**config.mk**
```make
export PLATFORM = sky130hd
export DESIGN_NAME = spiking_wta_classifier
export DESIGN_NICKNAME = d
export VERILOG_FILES = /design/src/rtl/spiking_wta_classifier.sv
export SDC_FILE = /design/constraint.sdc
export NUM_CORES = 1
export LEC_CHECK = 0
export ABC_CLOCK_PERIOD_IN_PS = 15000
export BUFFER_PORTS_ARGS = -buffer_cell sky130_fd_sc_hd__buf_2
export CAP_MARGIN = 10
export CELL_PAD_IN_SITES_DETAIL_PLACEMENT = 0
export CELL_PAD_IN_SITES_GLOBAL_PLACEMENT = 1
export CORE_ASPECT_RATIO = 1.4
export CORE_UTILIZATION = 46
export CTS_CLUSTER_SIZE = 24
export DETAILED_ROUTE_END_ITERATION = 7
export MAX_ROUTING_LAYER = met4
export PLACE_DENSITY = 0.89
export SLEW_MARGIN = 20
export SYNTH_ARGS = -nofsm -noshare
export SYNTH_HDL_FRONTEND = slang
export SYNTH_SLANG_ARGS = --single-unit
```
**constraint.sdc**
```tcl
create_clock -name clk -period 15 [get_ports clk]
set_input_delay 3 -clock clk [delete_from_list [all_inputs] [get_ports clk]]
set_output_delay 3 -clock clk [all_outputs]
set_load 0.02 [all_outputs]
```
**src/rtl/spiking_wta_classifier.sv**
```systemverilog
`timescale 1ns/1ps
module spiking_wta_classifier #(
  parameter int NPIX    = 25,
  parameter int NCLS    = 8,
  parameter int IDXW    = $clog2(NCLS),
  parameter int UW      = 10,
  parameter int THRESH  = 200,
  parameter int GAIN_SH = 1,
  parameter int LEAK_SH = 3,
  parameter int CW      = 8,
  parameter int WLW     = 16,
  parameter int DEF_WIN = 256
) (
  input  logic            clk,
  input  logic            rst_n,
  input  logic            start,
  input  logic [NPIX-1:0] pattern,
  input  logic [WLW-1:0]  win_len,
  input  logic            wr_en,
  input  logic [IDXW-1:0] wr_idx,
  input  logic [NPIX-1:0] wr_row,
  output logic [IDXW-1:0] class_id,
  output logic            class_valid
);
  localparam int DW = $clog2(NPIX + 1);

  logic [NPIX-1:0] wmem [NCLS];
  logic [NPIX-1:0] pat_q;
  logic [UW-1:0]   u    [NCLS];
  logic [UW-1:0]   nxt  [NCLS];
  logic [CW-1:0]   cnt  [NCLS];
  logic [NCLS-1:0] fire, win_oh;
  logic            any_fire, busy, fin, u_zero, cnt_zero;
  logic [WLW-1:0]  rem;
  logic [CW-1:0]   best_c;

  function automatic logic [DW-1:0] popc(input logic [NPIX-1:0] v);
    popc = '0;
    for (int k = 0; k < NPIX; k++) popc = popc + DW'(v[k]);
  endfunction

  for (genvar g = 0; g < NCLS; g++) begin : g_nrn
    logic [DW-1:0] drv;
    logic [UW:0]   sum;
    assign drv     = popc(pat_q & wmem[g]);
    assign sum     = {1'b0, u[g]} + ((UW+1)'(drv) << GAIN_SH);
    assign nxt[g]  = (drv == '0) ? u[g] - (u[g] >> LEAK_SH)
                                 : (sum[UW] ? '1 : sum[UW-1:0]);
    assign fire[g] = nxt[g] >= UW'(THRESH);

    p_cnt_sat_r7: assert property (@(posedge clk) disable iff (!rst_n)
      (busy && !start && cnt[g] == '1) |=> cnt[g] == '1);
  end

  assign any_fire = |fire;

  always_comb begin
    win_oh = '0;
    for (int k = NCLS - 1; k >= 0; k--)
      if (fire[k]) begin
        win_oh    = '0;
        win_oh[k] = 1'b1;
      end
  end

  always_comb begin
    class_id = '0;
    best_c   = cnt[0];
    for (int k = 1; k < NCLS; k++)
      if (cnt[k] > best_c) begin
        best_c   = cnt[k];
        class_id = IDXW'(k);
      end
  end

  always_comb begin
    u_zero   = 1'b1;
    cnt_zero = 1'b1;
    for (int k = 0; k < NCLS; k++) begin
      if (u[k] != '0)   u_zero   = 1'b0;
      if (cnt[k] != '0) cnt_zero = 1'b0;
    end
  end

  assign class_valid = fin;

  always_ff @(posedge clk or negedge rst_n) begin
    if (!rst_n) begin
      for (int k = 0; k < NCLS; k++) wmem[k] <= '0;
    end else if (wr_en) begin
      wmem[wr_idx] <= wr_row;
    end
  end

  always_ff @(posedge clk or negedge rst_n) begin
    if (!rst_n) begin
      busy  <= 1'b0;
      fin   <= 1'b0;
      rem   <= '0;
      pat_q <= '0;
      for (int k = 0; k < NCLS; k++) begin
        u[k]   <= '0;
        cnt[k] <= '0;
      end
    end else if (start) begin
      busy  <= 1'b1;
      fin   <= 1'b0;
      rem   <= (win_len == '0) ? WLW'(DEF_WIN) : win_len;
      pat_q <= pattern;
      for (int k = 0; k < NCLS; k++) begin
        u[k]   <= '0;
        cnt[k] <= '0;
      end
    end else if (busy) begin
      rem  <= rem - 1'b1;
      fin  <= (rem == WLW'(1));
      busy <= (rem != WLW'(1));
      for (int k = 0; k < NCLS; k++) begin
        u[k] <= any_fire ? '0 : nxt[k];
        if (win_oh[k] && cnt[k] != '1) cnt[k] <= cnt[k] + 1'b1;
      end
    end else begin
      fin <= 1'b0;
    end
  end

  p_valid_pulse_r8: assert property (@(posedge clk) disable iff (!rst_n)
    class_valid |=> !class_valid);
  p_inhibit_clear_r6: assert property (@(posedge clk) disable iff (!rst_n)
    (busy && !start && any_fire) |=> u_zero);
  p_start_clear_r2: assert property (@(posedge clk) disable iff (!rst_n)
    start |=> (busy && cnt_zero && u_zero && !class_valid));
  p_one_winner_r6: assert property (@(posedge clk) disable iff (!rst_n)
    $onehot0(win_oh) && (any_fire == (win_oh != '0)));
  p_idle_hold_r10: assert property (@(posedge clk) disable iff (!rst_n)
    (!busy && !start) |=> $stable(best_c));
endmodule

```
# Yosys cells after proc, flatten, opt, wreduce, memory -nomap -nowiden
# Index checks and enable logic that the tools add are counted.
# op_classes
multipliers	0
div_mod_pow	0
order_cmp	17
shifts	0
bitwise	9
add_sub_neg	217
mux	67
eq_ne	10
reduce_logical	36
# ops
op	count
adder 5 x 1 -> 5 bit	160
two-way mux 10 bit	24
AND 25 bit	8
bitwise mux 200 bit	1
two-way mux 8 bit	22
two-way mux 80 bit	2
two-way mux 64 bit	2
adder 10 x 6 -> 11 bit	8
>= comparator 10 x 8 -> 1 bit, second input constant	8
subtractor 10 x 7 -> 10 bit	8
demux 25 bit (select 3 bit)	1
adder 8 x 1 -> 8 bit, second input constant	8
!= test 8 bit, second input constant	8
> comparator 8 bit	7
two-way mux 16 bit	3
adder 4 x 1 -> 5 bit	8
zero test 5 bit	8
adder 3 x 1 -> 4 bit	8
two-way mux 25 bit	1
adder 2 x 1 -> 3 bit	8
two-way mux 3 bit	6
nonzero test 2 bit	9
adder 1 x 1 -> 2 bit	8
equality test 16 x 1 -> 1 bit, second input constant	1
other kinds (10)	29
# word_totals
word_cells	384
mem_count	0
romBits	0
latch_bits	0
mem_bits_rw	0
in_bits	73
regBits	387

# Longest topological paths before layout
# Gate-level depths: netlist of run 1.
# depth
word_depth	41
depth_mapped	69
ltp_nobuf	68

# Worst setup path before layout of run 1
# OpenSTA, ideal clock, no wires.
# synth_timing
path_type	register to output
start	reg cnt[58] (netlist name)
end	out class_id[2]
setup_slack_ns	0.191
stages_incl_launch_ff	67
path_buffers	3
arrival_time_ns	11.809
t_required_ns	12.000
cell_sequence	dfrtp_1 -> clkbuf_1 -> inv_1 -> ha_1 -> o211ai_1 -> and2_1 -> o21ai_0 -> o21ai_1 -> mux2i_1 -> ha_1 -> nor2b_1 -> nor2_1 -> maj3_1 -> o21ai_0 -> nor3b_1 -> buf_2 -> mux2i_1 -> inv_1 -> (+31 left out) -> o21a_1 -> o21ai_0 -> nand2b_1 -> a21oi_1 -> o21ai_0 -> o21a_1 -> clkbuf_1 -> o31ai_1 -> ha_1 -> nor2b_1 -> o21a_1 -> o21ai_0 -> nand2b_1 -> a21oi_1 -> nor2_1 -> a211oi_1 -> a21oi_1 -> or4_1
# synth_via
elab_chain_len	14
# synth_lines
element	line_no	text
start: declaration	31	logic [CW-1:0] cnt [NCLS];
start signal: indexed assignment	103	cnt[k] <= '0;
start signal: indexed assignment	112	cnt[k] <= '0;
> comparator 8 bit	70	if (cnt[k] > best_c) begin
two-way mux 8 bit (*)	70	
> comparator 8 bit	70	
two-way mux 8 bit (*)	70	
> comparator 8 bit	70	
two-way mux 8 bit	70	
> comparator 8 bit	70	
two-way mux 8 bit	70	
> comparator 8 bit	70	
two-way mux 8 bit	70	
> comparator 8 bit	70	
two-way mux 8 bit	70	
> comparator 8 bit	70	
two-way mux 3 bit (*)	70	
end: declaration	22	output logic [IDXW-1:0] class_id,
# Mark *: on every way between the ends. The rest lies on a longest branch, timed or not.

# Worst setup path in the final report of run 1
# layout_timing
start	reg cnt[49] (netlist name)
end	out class_id[2]
# The elaborated chain is that of the path after synthesis.

==> key figures, run 1 <==
Status
  – Outcome: complete, but fails checks
  – Failing checks: setup timing

Die
  – Area of the core: 0.06118 mm2
  – Die ar.: 0.06327 mm2
  – Initial Util: 46.81%
  – Top Ports: 77
  – Die Span X: 212.9 um
  – # rows: 107
  – Die height: 297.2 um

Timing
  – Post-layout worst setup margin: -266.5 ps
  – Max Transition Viols Final: 0
  – Final hold viol count: 0
  – Final Cycle Share: 101.8%
  – Number of setup violations in the final report: 3
  – Fmax: 65.50 MHz
  – RSZ-0062 raised after global routing: true
  – Setup Skew: 40.48 ps
  – Tmin final: 15270 ps
  – Measured slew at the worst slew-check pin: 1032 ps
  – Max_slew headroom: 30.77%

CTS
  – CTS buffer count: 42
  – Clock tree root driver cell: clkbuf_16
  – Worst-skew pair later-pin latency: 600 ps
  – CTS sink count: 387
  – CTS tree: done
  – Clock transition at path regs: 60 ps
  – CTS Buffer Depth: 3
  – H-tree depth: 2

Critical path
  – Max FO, Critical Path: 9
  – Crit end category: output port
  – Worst R2R Start: pat_q[0]$_DFFE_PN0P_
  – Slowest cell on the critical path: or4_4
  – Worst r2r dst: u[41]$_DFFE_PN0P_
  – Setup crit end: class_id[2]
  – Most frequent CP cell: buf_4
  – Flop2flop setup slack: 5400 ps
  – CP startpoint kind: flop
  – Worst EP required: 12000 ps
  – Crit path kind: reg -> out
  – FF-to-FF path depth: 23
  – Critical Path Source: cnt[49]$_DFFE_PN0P_
  – CP max stage delay: 430 ps
  – Arr. time, crit path: 12270 ps

Logic synthesis
  – Seq/Total Area, Yosys: 33.82%
  – FFs w/ async S/R, synth: 100.0%
  – EDFF count, synth: 0
  – Commonest cells post-synth: dfrtp_1 (387), inv_1 (277), nand2_1 (246)
  – Synth Cell Area: 0.02864 mm2
  – Leading post-synthesis cells by cell area: dfrtp_1 (34%), fa_1 (11%), mux2_2 (9.4%)
  – Top-count cell post-synth: dfrtp_1
  – Ys Warns: 0
  – Mean Syn Cell Area: 9.875 um2
  – Syn Inst Count: 2900
  – Synth Net Count: 3331
  – Post-synth top area share: 33.82%
  – Post-synthesis cell type count: 89
  – Leading area contributor after synthesis: dfrtp_1
  – Post-synthesis register bit count: 387
  – Primary FF master, synth: dfrtp_1

Layout
  – Layout cells sized above 1: 21.88%
  – Util after Layout: 54.18%
  – Final #Nets: 3510
  – Synthesis-to-layout area growth: 15.75%
  – Final non-filler cell total: 3934

GRT
  – Tot GR Track Use: 25.98%
  – Largest net degree at the start of global routing: 104
  – Grt ovf: 0
  – GR peak layer: met2
  – Wire length of the first global-routing pass: 126000 um
  – Met1 usage: 28.42%
  – Vias in the first global route: 24120
  – Initial antenna violation count: 5
  – GRT met2 Usage: 45.40%
  – Met3 GRT Util: 3.093%

Drt
  – DR DRC count: 0
  – DR vias/cell: 5.699
  – First-pass DRT Iterations: 5
  – DRT Wirelength: 78190 um
  – Initial DRC count: 1350
  – Vias: 22420
  – Antenna Violating Nets Remaining: 0
  – WL/cell: 19.87 um

Placed design
  – # port buffers: 76
  – Placer Congestion: 0.8919
  – DP Wirelength: 56760 um
  – Placed cells: 3786

Run
  – Max_cap viols: 0

Min path
  – Worst min path class: reg -> reg
logic make-up (layout without fill, tap and decap cells):
kind of cell | count (synthesis) | count (layout) | share of synthesized area, %
mux | 266 | 266 | 10.34
compound gates | 563 | 563 | 12.85
xor+xnor | 104 | 104 | 3.181
fa+ha+maj | 359 | 359 | 19.87
flops | 387 | 387 | 33.82
buf+inv | 371 | 583 | 4.898
other cells | 0 | 5 | 0
simple gates | 850 | 850 | 15.05
flip-flops by register name, indices dropped and copies added (netlist names):
name and cells:
rem 16, class_valid 1, pat_q 25, u 80, busy 1, cnt 64, wmem 200
placed cells by master, fill, tap and decap left out, types with 11 or more instances in the layout:
cell type,n
a31oi_1,21
clkbuf_16,42
nand4_1,26
xor2_1,23
buf_4,148
a21boi_0,20
nand2_1,241
ha_1,178
nor2_1,151
a21o_1,36
mux2_2,230
nor3_1,49
o31ai_1,21
xnor2_1,81
fa_1,160
or3_1,34
and2_1,111
o21ai_1,21
o21a_1,20
clkinv_2,11
a22o_1,19
inv_1,268
mux2i_4,15
ha_4,17
buf_2,72
a21oi_1,103
or4_1,13
nor2b_1,38
o211ai_1,11
nand3_1,51
o21ai_0,143
and3_1,15
nand2b_1,26
dfrtp_1,385
o22ai_1,21
nor4_1,19
worst min-delay path by stage:
stage | start | to | slack (ps) | cells after the start
2_1_floorplan | u[10]$_DFFE_PN0P_ | u[10]$_DFFE_PN0P_ | 450 | 2
3_3_place_gp | u[10]$_DFFE_PN0P_ | u[10]$_DFFE_PN0P_ | 460 | 2
3_5_place_dp | u[10]$_DFFE_PN0P_ | u[10]$_DFFE_PN0P_ | 470 | 2
4_1_cts | u[10]$_DFFE_PN0P_ | u[10]$_DFFE_PN0P_ | 480 | 2
5_1_grt | wmem[9]$_DFFE_PN0P_ | wmem[9]$_DFFE_PN0P_ | 510 | 1
6_report | u[10]$_DFFE_PN0P_ | u[10]$_DFFE_PN0P_ | 480 | 2
cell type report:
class | instances | area (um2)
multi-input cells | 2142 | 18320
flip-flops and latches | 387 | 9687
inverters | 277 | 1040
well taps | 817 | 1022
fillers | 5422 | 28030
clock inverters | 30 | 396.6
repair buffers | 229 | 1577
diodes | 5 | 12.51
clock buffers | 47 | 1090
stage by stage:
stage	TNS, ps	setup WS [ps]	area (um2)	hold WS [ps]
detailed placement	-514.6	-264.6	30380	469.1
global route	-2436	-878.8	33150	505.4
floorplan	0	191.1	28640	446.0
global placement	0	17.10	30380	462.2
finish	-558.8	-266.5	33150	481.7
CTS	-85.17	-85.17	32630	483.8
worst max-delay path: cells and delay by family (launching register included):
family          cells  cell delay, ps
buf+inv            23            2940
simple gates       13            2100
mux                 3             850
flops               1             410
compound gates     23            3910
fa+ha+maj           6            1490
routing by layer:
metal	up-vias	part of all wire, %
met2	531	52
met1	11230	38
met5	-	0
met3	208	3.5
met4	0	5.9
li1	10450	-
repair_timing:
item / 4_1_cts / 5_1_grt
pin swaps: 52 / 53
resized for setup: 84 / 76
hold buffers: 0 / 0
cloned: 0 / 0
setup endpoints to repair: 3 / 3
setup buffers: 52 / 15
hold endpoints to repair: 0 / 0
Power of run 1 is left out: the tool's default activity adds up to more than one toggle a clock period on the data nets, which glitch-free logic cannot reach.
==> run 2, diff against run 1 <==
--- a/config.mk
+++ b/config.mk
@@ -8,7 +8,7 @@
 export ABC_CLOCK_PERIOD_IN_PS = 15000
 export BUFFER_PORTS_ARGS = -buffer_cell sky130_fd_sc_hd__buf_2
 export CAP_MARGIN = 10
-export CELL_PAD_IN_SITES_DETAIL_PLACEMENT = 0
+export CELL_PAD_IN_SITES_DETAIL_PLACEMENT = 1
 export CELL_PAD_IN_SITES_GLOBAL_PLACEMENT = 1
 export CORE_ASPECT_RATIO = 1.4
 export CORE_UTILIZATION = 46
==> key figures, run 2 (same netlist as run 1, synthesis figures left out) <==
Status
  – Outcome: complete, but fails checks
  – Failing checks: setup timing

Drt
  – Initial DRC count: 1549 (+15%)
  – DR vias/cell: 6.264 (+9.9%)
  – DR DRC count: 0 (unchanged)
  – WL/cell: 27.37 um (+38%)
  – Routed length on met1: 37070 um (+24%)
  – Antenna Violating Nets Remaining: 0 (unchanged)
  – First-pass DRT Iterations: 8 (+3)
  – Vias: 24770 (+10%)
  – Met3 WL: 5639 um (+100%)
  – WL met2: 55380 um (+35%)
  – Max Used Layer: met4
  – DRT Wirelength: 108200 um (+38%)

Layout
  – Synthesis-to-layout area growth: 16.55%
  – Biggest regs: wmem (200), u (80), cnt (64)
  – Final #Nets: 3531 (+0.60%)
  – Number of flip-flops in the largest register: 200 (unchanged)
  – Leading cell type in the layout, fill and taps excluded: dfrtp_1
  – Layout cells sized above 1: 22.54% (+0.66 points)
  – Final non-filler cell total: 3954 (+0.51%)
  – Most frequent cells in the layout: dfrtp_1 (385), inv_1 (267), nand2_1 (240)
  – Reg with most FFs: wmem

Die
  – Area of the core: 0.06118 mm2 (unchanged)
  – Die ar.: 0.06327 mm2 (unchanged)
  – Die Span X: 212.9 um (unchanged)
  – # rows: 107 (unchanged)
  – Die height: 297.2 um (unchanged)
  – Initial Util: 46.81% (unchanged)
  – Top Ports: 77 (unchanged)

Timing
  – Final hold viol count: 0 (unchanged)
  – Post-layout worst setup margin: -587.7 ps (-321.2 ps)
  – Measured slew at the worst slew-check pin: 1082 ps (+50.09 ps)
  – Final Cycle Share: 103.9% (+2.1 points)
  – Max_slew headroom: 27.77% (-3.0 points)
  – Max Transition Viols Final: 0 (unchanged)
  – RSZ-0062 raised after global routing: true
  – Setup Skew: 47.04 ps (+6.553 ps)
  – Fmax: 64.15 MHz (-2.1%)
  – Tmin final: 15590 ps (+321.2 ps)
  – Number of setup violations in the final report: 3 (unchanged)

CTS
  – CTS buffer count: 43 (+2.4%)
  – H-tree depth: 2 (unchanged)
  – Clock tree root driver cell: clkbuf_16
  – Worst-skew pair later-pin latency: 620 ps (+20 ps)
  – CTS Buffer Depth: 3 (unchanged)
  – CTS sink count: 387 (unchanged)
  – Clock transition at path regs: 60 ps (about the same)
  – CTS tree: done

GRT
  – Largest net degree at the start of global routing: 104 (unchanged)
  – Vias in the first global route: 28310 (+17%)
  – Tot GR Track Use: 34.80% (+8.8 points)
  – Initial antenna violation count: 5 (unchanged)
  – Grt ovf: 0 (unchanged)
  – Wire length of the first global-routing pass: 164000 um (+30%)

Placed design
  – Post-place setup slack: -592.7 ps (-328.2 ps)
  – DP Wirelength: 70730 um (+25%)
  – Placed cells: 3786 (unchanged)
  – Placer Congestion: 0.8919 (unchanged)
  – # port buffers: 76 (unchanged)

Min path
  – Worst min path class: reg -> reg
  – WHS Endpoint: wmem[101]$_DFFE_PN0P_
  – Hold Path Depth: 1 (-1)
  – Hold Crit Start: wmem[101]$_DFFE_PN0P_

Critical path
  – CP startpoint kind: flop
  – CP bufs+invs: 14 (-39%)
  – Worst r2r dst: u[5]$_DFFE_PN0P_
  – Arr. time, crit path: 12590 ps (+320 ps)
  – Max FO, Critical Path: 9 (unchanged)
  – Worst EP required: 12000 ps (about the same)
  – Crit path kind: reg -> out
  – Worst R2R Start: pat_q[17]$_DFFE_PN0P_
  – Slowest cell on the critical path: dfrtp_1
  – Flop2flop setup slack: 4700 ps (-700 ps)
  – Crit path max-delay family: simple AND/OR/NAND/NOR gates
  – FF-to-FF path depth: 24 (+4.3%)
  – Crit end category: output port
  – CP max stage delay: 440 ps (about the same)

Run
  – Max_cap viols: 0 (unchanged)
==> run 2: cell types whose count changed in the layout (fill, tap and decap cells not counted), sizes merged <==
| cell | delta |
|---|---|
| buf | +20 |
| bufinv | -1 |
| clkbuf | +13 |
| clkinv | -10 |
| clkinvlp | -3 |
| inv | +1 |
==> run 2: layer usage <==
layer / global-route usage [%] / up-vias
li1: - / 10470
met1: 34.66 / 12650
met2: 59.04 / 1089
met3: 5.817 / 567
met4: 28.64 / 0
met5: - / -
==> run 2: per-stage QoR <==
stage               TNS [ps]  cell area, um2  utilization (%)  hold slack (ps)
finish                 -1518           33380            54.56            502.6
global route           -3314           33380            54.56            519.1
CTS                   -388.9           32850            53.69            503.5
detailed placement     -1545           30380            49.65            472.9
global placement           0           30380            49.65            462.2
floorplan                  0           28640                -            446.0
==> run 2: worst max path at each step <==
stage                                   start           to  cells past startpoint
final                     cnt[63]$_DFFE_PN0P_  class_id[2]                     62
after global routing      cnt[63]$_DFFE_PN0P_  class_id[2]                     64
after CTS                 cnt[57]$_DFFE_PN0P_  class_id[2]                     69
after detailed placement  cnt[49]$_DFFE_PN0P_  class_id[2]                     68
after global placement    cnt[49]$_DFFE_PN0P_  class_id[2]                     67
after floorplan           cnt[58]$_DFFE_PN0P_  class_id[2]                     66
==> run 2: what timing repair did <==
| item | in CTS | in global routing |
|---|---|---|
| endpoints found under the setup margin | 3 | 3 |
| setup buffers | 62 | 26 |
| gates resized for setup | 113 | 60 |
| hold buffers | 0 | 0 |
| pin swaps | 54 | 59 |
==> run 2: cell type report <==
| type | instances | area (um2) |
|---|---|---|
| clock inverter | 17 | 265.3 |
| clock buffer | 60 | 1260 |
| inverter | 277 | 1040 |
| fill | 6710 | 27800 |
| tap | 817 | 1022 |
| antenna | 5 | 12.51 |
| timing repair buffer | 249 | 1753 |
| multi-input combinational | 2142 | 18340 |
| sequential | 387 | 9687 |
==> run 2: worst reg2reg max path, cell delays in order, from the launching register on <==
cell and delay, ps:
dfrtp_1 550, nand2_1 150, fa_1 560, fa_1 570, inv_1 70, fa_1 460, inv_1 250, fa_1 510
fa_1 550, fa_1 520, fa_1 530, inv_1 110, ha_1 310, a21o_1 200, a21oi_1 250, o21bai_1 110
a21oi_1 370, o41ai_1 150, buf_4 250, o22ai_1 340, a31oi_1 160, a211oi_1 910, and2_1 930, nand2_2 780
o21ai_0 580
Power of run 2 is left out for the same reason.
==> run 3, diff against run 2 <==
--- a/config.mk
+++ b/config.mk
@@ -11,11 +11,12 @@
 export CELL_PAD_IN_SITES_DETAIL_PLACEMENT = 1
 export CELL_PAD_IN_SITES_GLOBAL_PLACEMENT = 1
 export CORE_ASPECT_RATIO = 1.4
-export CORE_UTILIZATION = 46
+export CORE_UTILIZATION = 47
+export CTS_BUF_LIST = sky130_fd_sc_hd__clkbuf_4 sky130_fd_sc_hd__clkbuf_8
 export CTS_CLUSTER_SIZE = 24
 export DETAILED_ROUTE_END_ITERATION = 7
 export MAX_ROUTING_LAYER = met4
-export PLACE_DENSITY = 0.89
+export PLACE_DENSITY = 0.9
 export SLEW_MARGIN = 20
 export SYNTH_ARGS = -nofsm -noshare
 export SYNTH_HDL_FRONTEND = slang
==> key figures, run 3 (same netlist as run 1, synthesis figures left out) <==
Critical path
  – Crit end category: output port
  – CP bufs+invs: 12 (-2)
  – Max FO, Critical Path: 8 (-1)
  – Arr. time, crit path: 13040 ps (+450 ps)
  – Worst r2r dst: u[11]$_DFFE_PN0P_
  – Crit path max-delay family: compound AO/OA/AOI/OAI gates
  – Slowest cell on the critical path: or4_1
  – FF-to-FF path depth: 24 (unchanged)
  – Worst EP required: 12000 ps (about the same)
  – Crit path kind: reg -> out
  – CP startpoint kind: flop
  – CP max stage delay: 430 ps (about the same)
  – Flop2flop setup slack: 5450 ps (+750 ps)
  – Worst R2R Start: pat_q[0]$_DFFE_PN0P_
  – Most frequent CP cell: a21oi_2
  – Critical Path Source: cnt[61]$_DFFE_PN0P_

CTS
  – CTS buffer count: 67 (+56%)
  – CTS sink count: 387 (unchanged)
  – CTS Buffer Depth: 3 (unchanged)
  – Clock transition at path regs: 70 ps (about the same)
  – H-tree depth: 3 (+1)
  – Clock tree root driver cell: clkbuf_8
  – CTS Hold Buffers Added: 0 (unchanged)
  – CTS tree: done
  – Worst-skew pair later-pin latency: 710 ps (+90 ps)

Timing
  – Post-layout worst setup margin: -1044 ps (-456.4 ps)
  – Final setup TNS: -2865 ps (-1347 ps)
  – Max_slew headroom: 21.78% (-6.0 points)
  – Measured slew at the worst slew-check pin: 1155 ps (+72.64 ps)
  – Max Transition Viols Final: 0 (unchanged)
  – Setup Skew: 50.55 ps (+3.510 ps)
  – Final Cycle Share: 107.0% (+3.0 points)
  – Fmax: 62.33 MHz (-2.8%)
  – Tmin final: 16040 ps (+456.4 ps)
  – RSZ-0062 raised after global routing: true
  – Final hold viol count: 0 (unchanged)
  – Number of setup violations in the final report: 3 (unchanged)

Layout
  – Leading cell type in the layout, fill and taps excluded: dfrtp_1
  – Synthesis-to-layout area growth: 15.47%
  – Most frequent cells in the layout: dfrtp_1 (384), inv_1 (270), nand2_1 (242)
  – Final non-filler cell total: 3965 (+0.28%)
  – Biggest regs: wmem (200), u (80), cnt (64)
  – Util after Layout: 55.17% (+0.61 points)
  – Layout cells sized above 1: 22.66% (+0.12 points)
  – Number of flip-flops in the largest register: 200 (unchanged)
  – Reg with most FFs: wmem
  – Final #Nets: 3534 (+0.085%)
  – Fillers: 6623 (-1.3%)

Die
  – Area of the core: 0.05995 mm2 (-2.0%)
  – Die height: 294.1 um (-1.1%)
  – Initial Util: 47.77% (+0.96 points)
  – Die ar.: 0.06194 mm2 (-2.1%)
  – Die Span X: 210.6 um (-1.1%)
  – Top Ports: 77 (unchanged)
  – # rows: 106 (-0.93%)

Placed design
  – Post-place setup slack: -761.1 ps (-168.4 ps)
  – # port buffers: 76 (unchanged)
  – Placed cells: 3754 (-0.85%)
  – DP Wirelength: 68750 um (-2.8%)
  – Placer Congestion: 0.9057 (+1.5%)

GRT
  – Tot GR Track Use: 35.37% (+0.57 points)
  – Vias in the first global route: 28100 (-0.74%)
  – Largest net degree at the start of global routing: 111 (+6.7%)
  – Initial antenna violation count: 4 (-1)
  – Grt ovf: 0 (unchanged)
  – Wire length of the first global-routing pass: 162400 um (-1.0%)

Drt
  – Antenna Violating Nets Remaining: 0 (unchanged)
  – Vias: 24780 (+0.052%)
  – DRT Wirelength: 106600 um (-1.5%)
  – First-pass DRT Iterations: 5 (-3)
  – DR DRC count: 0 (unchanged)
  – Initial DRC count: 1313 (-15%)
  – DR vias/cell: 6.250 (-0.23%)
  – WL/cell: 26.89 um (-1.8%)

Run
  – Max_cap viols: 0 (unchanged)

Status
  – Failing checks: setup timing
  – Outcome: complete, but fails checks

Min path
  – Worst min path class: reg -> reg
  – Hold Crit Start: u[10]$_DFFE_PN0P_
  – Hold Path Depth: 2 (+1)
  – WHS Endpoint: u[10]$_DFFE_PN0P_
==> run 3: cell count changes in the layout (fill, tap and decap cells not counted), moves of 3 or more <==
cell | previous run | this run
inv_2 | 10 | 5
inv_1 | 267 | 270
clkinvlp_4 | 2 | 5
clkbuf_16 | 43 | 0
clkbuf_8 | 12 | 82
buf_4 | 163 | 146
clkbuf_1 | 5 | 0
clkbuf_4 | 0 | 15
buf_6 | 11 | 8
==> run 3: stage by stage <==
stage,hold WS [ps],instance area (um2)
floorplan,446.0,28640
CTS,486.8,32590
global placement,458.0,30180
finish,484.5,33070
detailed placement,471.2,30180
global route,519.3,33070
==> run 3: layout make-up <==
cell class | instances | area (um2) | area share, %
clock inverter | 20 | 219.0 | 0.6621
tap | 810 | 1013 | 3.065
multi-input combinational | 2142 | 18270 | 55.25
antenna | 4 | 10.01 | 0.03027
timing repair buffer | 228 | 1582 | 4.782
inverter | 277 | 1045 | 3.159
clock buffer | 97 | 1241 | 3.753
sequential | 387 | 9688 | 29.30
==> run 3: how the worst max path moves through the flow <==
stage                             end  slack, ps  cells past startpoint
after floorplan           class_id[2]        190                     66
after global placement    class_id[2]         70                     66
after detailed placement  class_id[2]       -760                     66
after CTS                 class_id[2]       -290                     68
after global routing      class_id[2]      -1540                     67
final                     class_id[2]      -1040                     68
==> run 3: per-layer routing <==
metal / global-route usage (%) / share of wire, % / vias up
met5: - / 0 / -
met4: 29.07 / 9.7 / 0
met3: 7.268 / 5.5 / 589
met2: 61.02 / 51 / 1021
met1: 33.98 / 34 / 12680
li1: - / - / 10490
==> run 3: worst register-to-register path: cells and delay by family (launching register included) <==
kind                       cells  cell delay, ps
DFF                            1             490
xor gates and xnor gates       1             280
adders and majority gates      8            4180
buffers and inverters          3             820
AOI/OAI and AO/OA              6            1930
and+or+nand+nor                6            1760
==> run 3: what timing repair did <==
action,4_1_cts,5_1_grt
setup buffers,66,24
resized for setup,103,53
setup endpoints to repair,3,3
pin swaps,41,25
Power of run 3 is left out for the same reason.
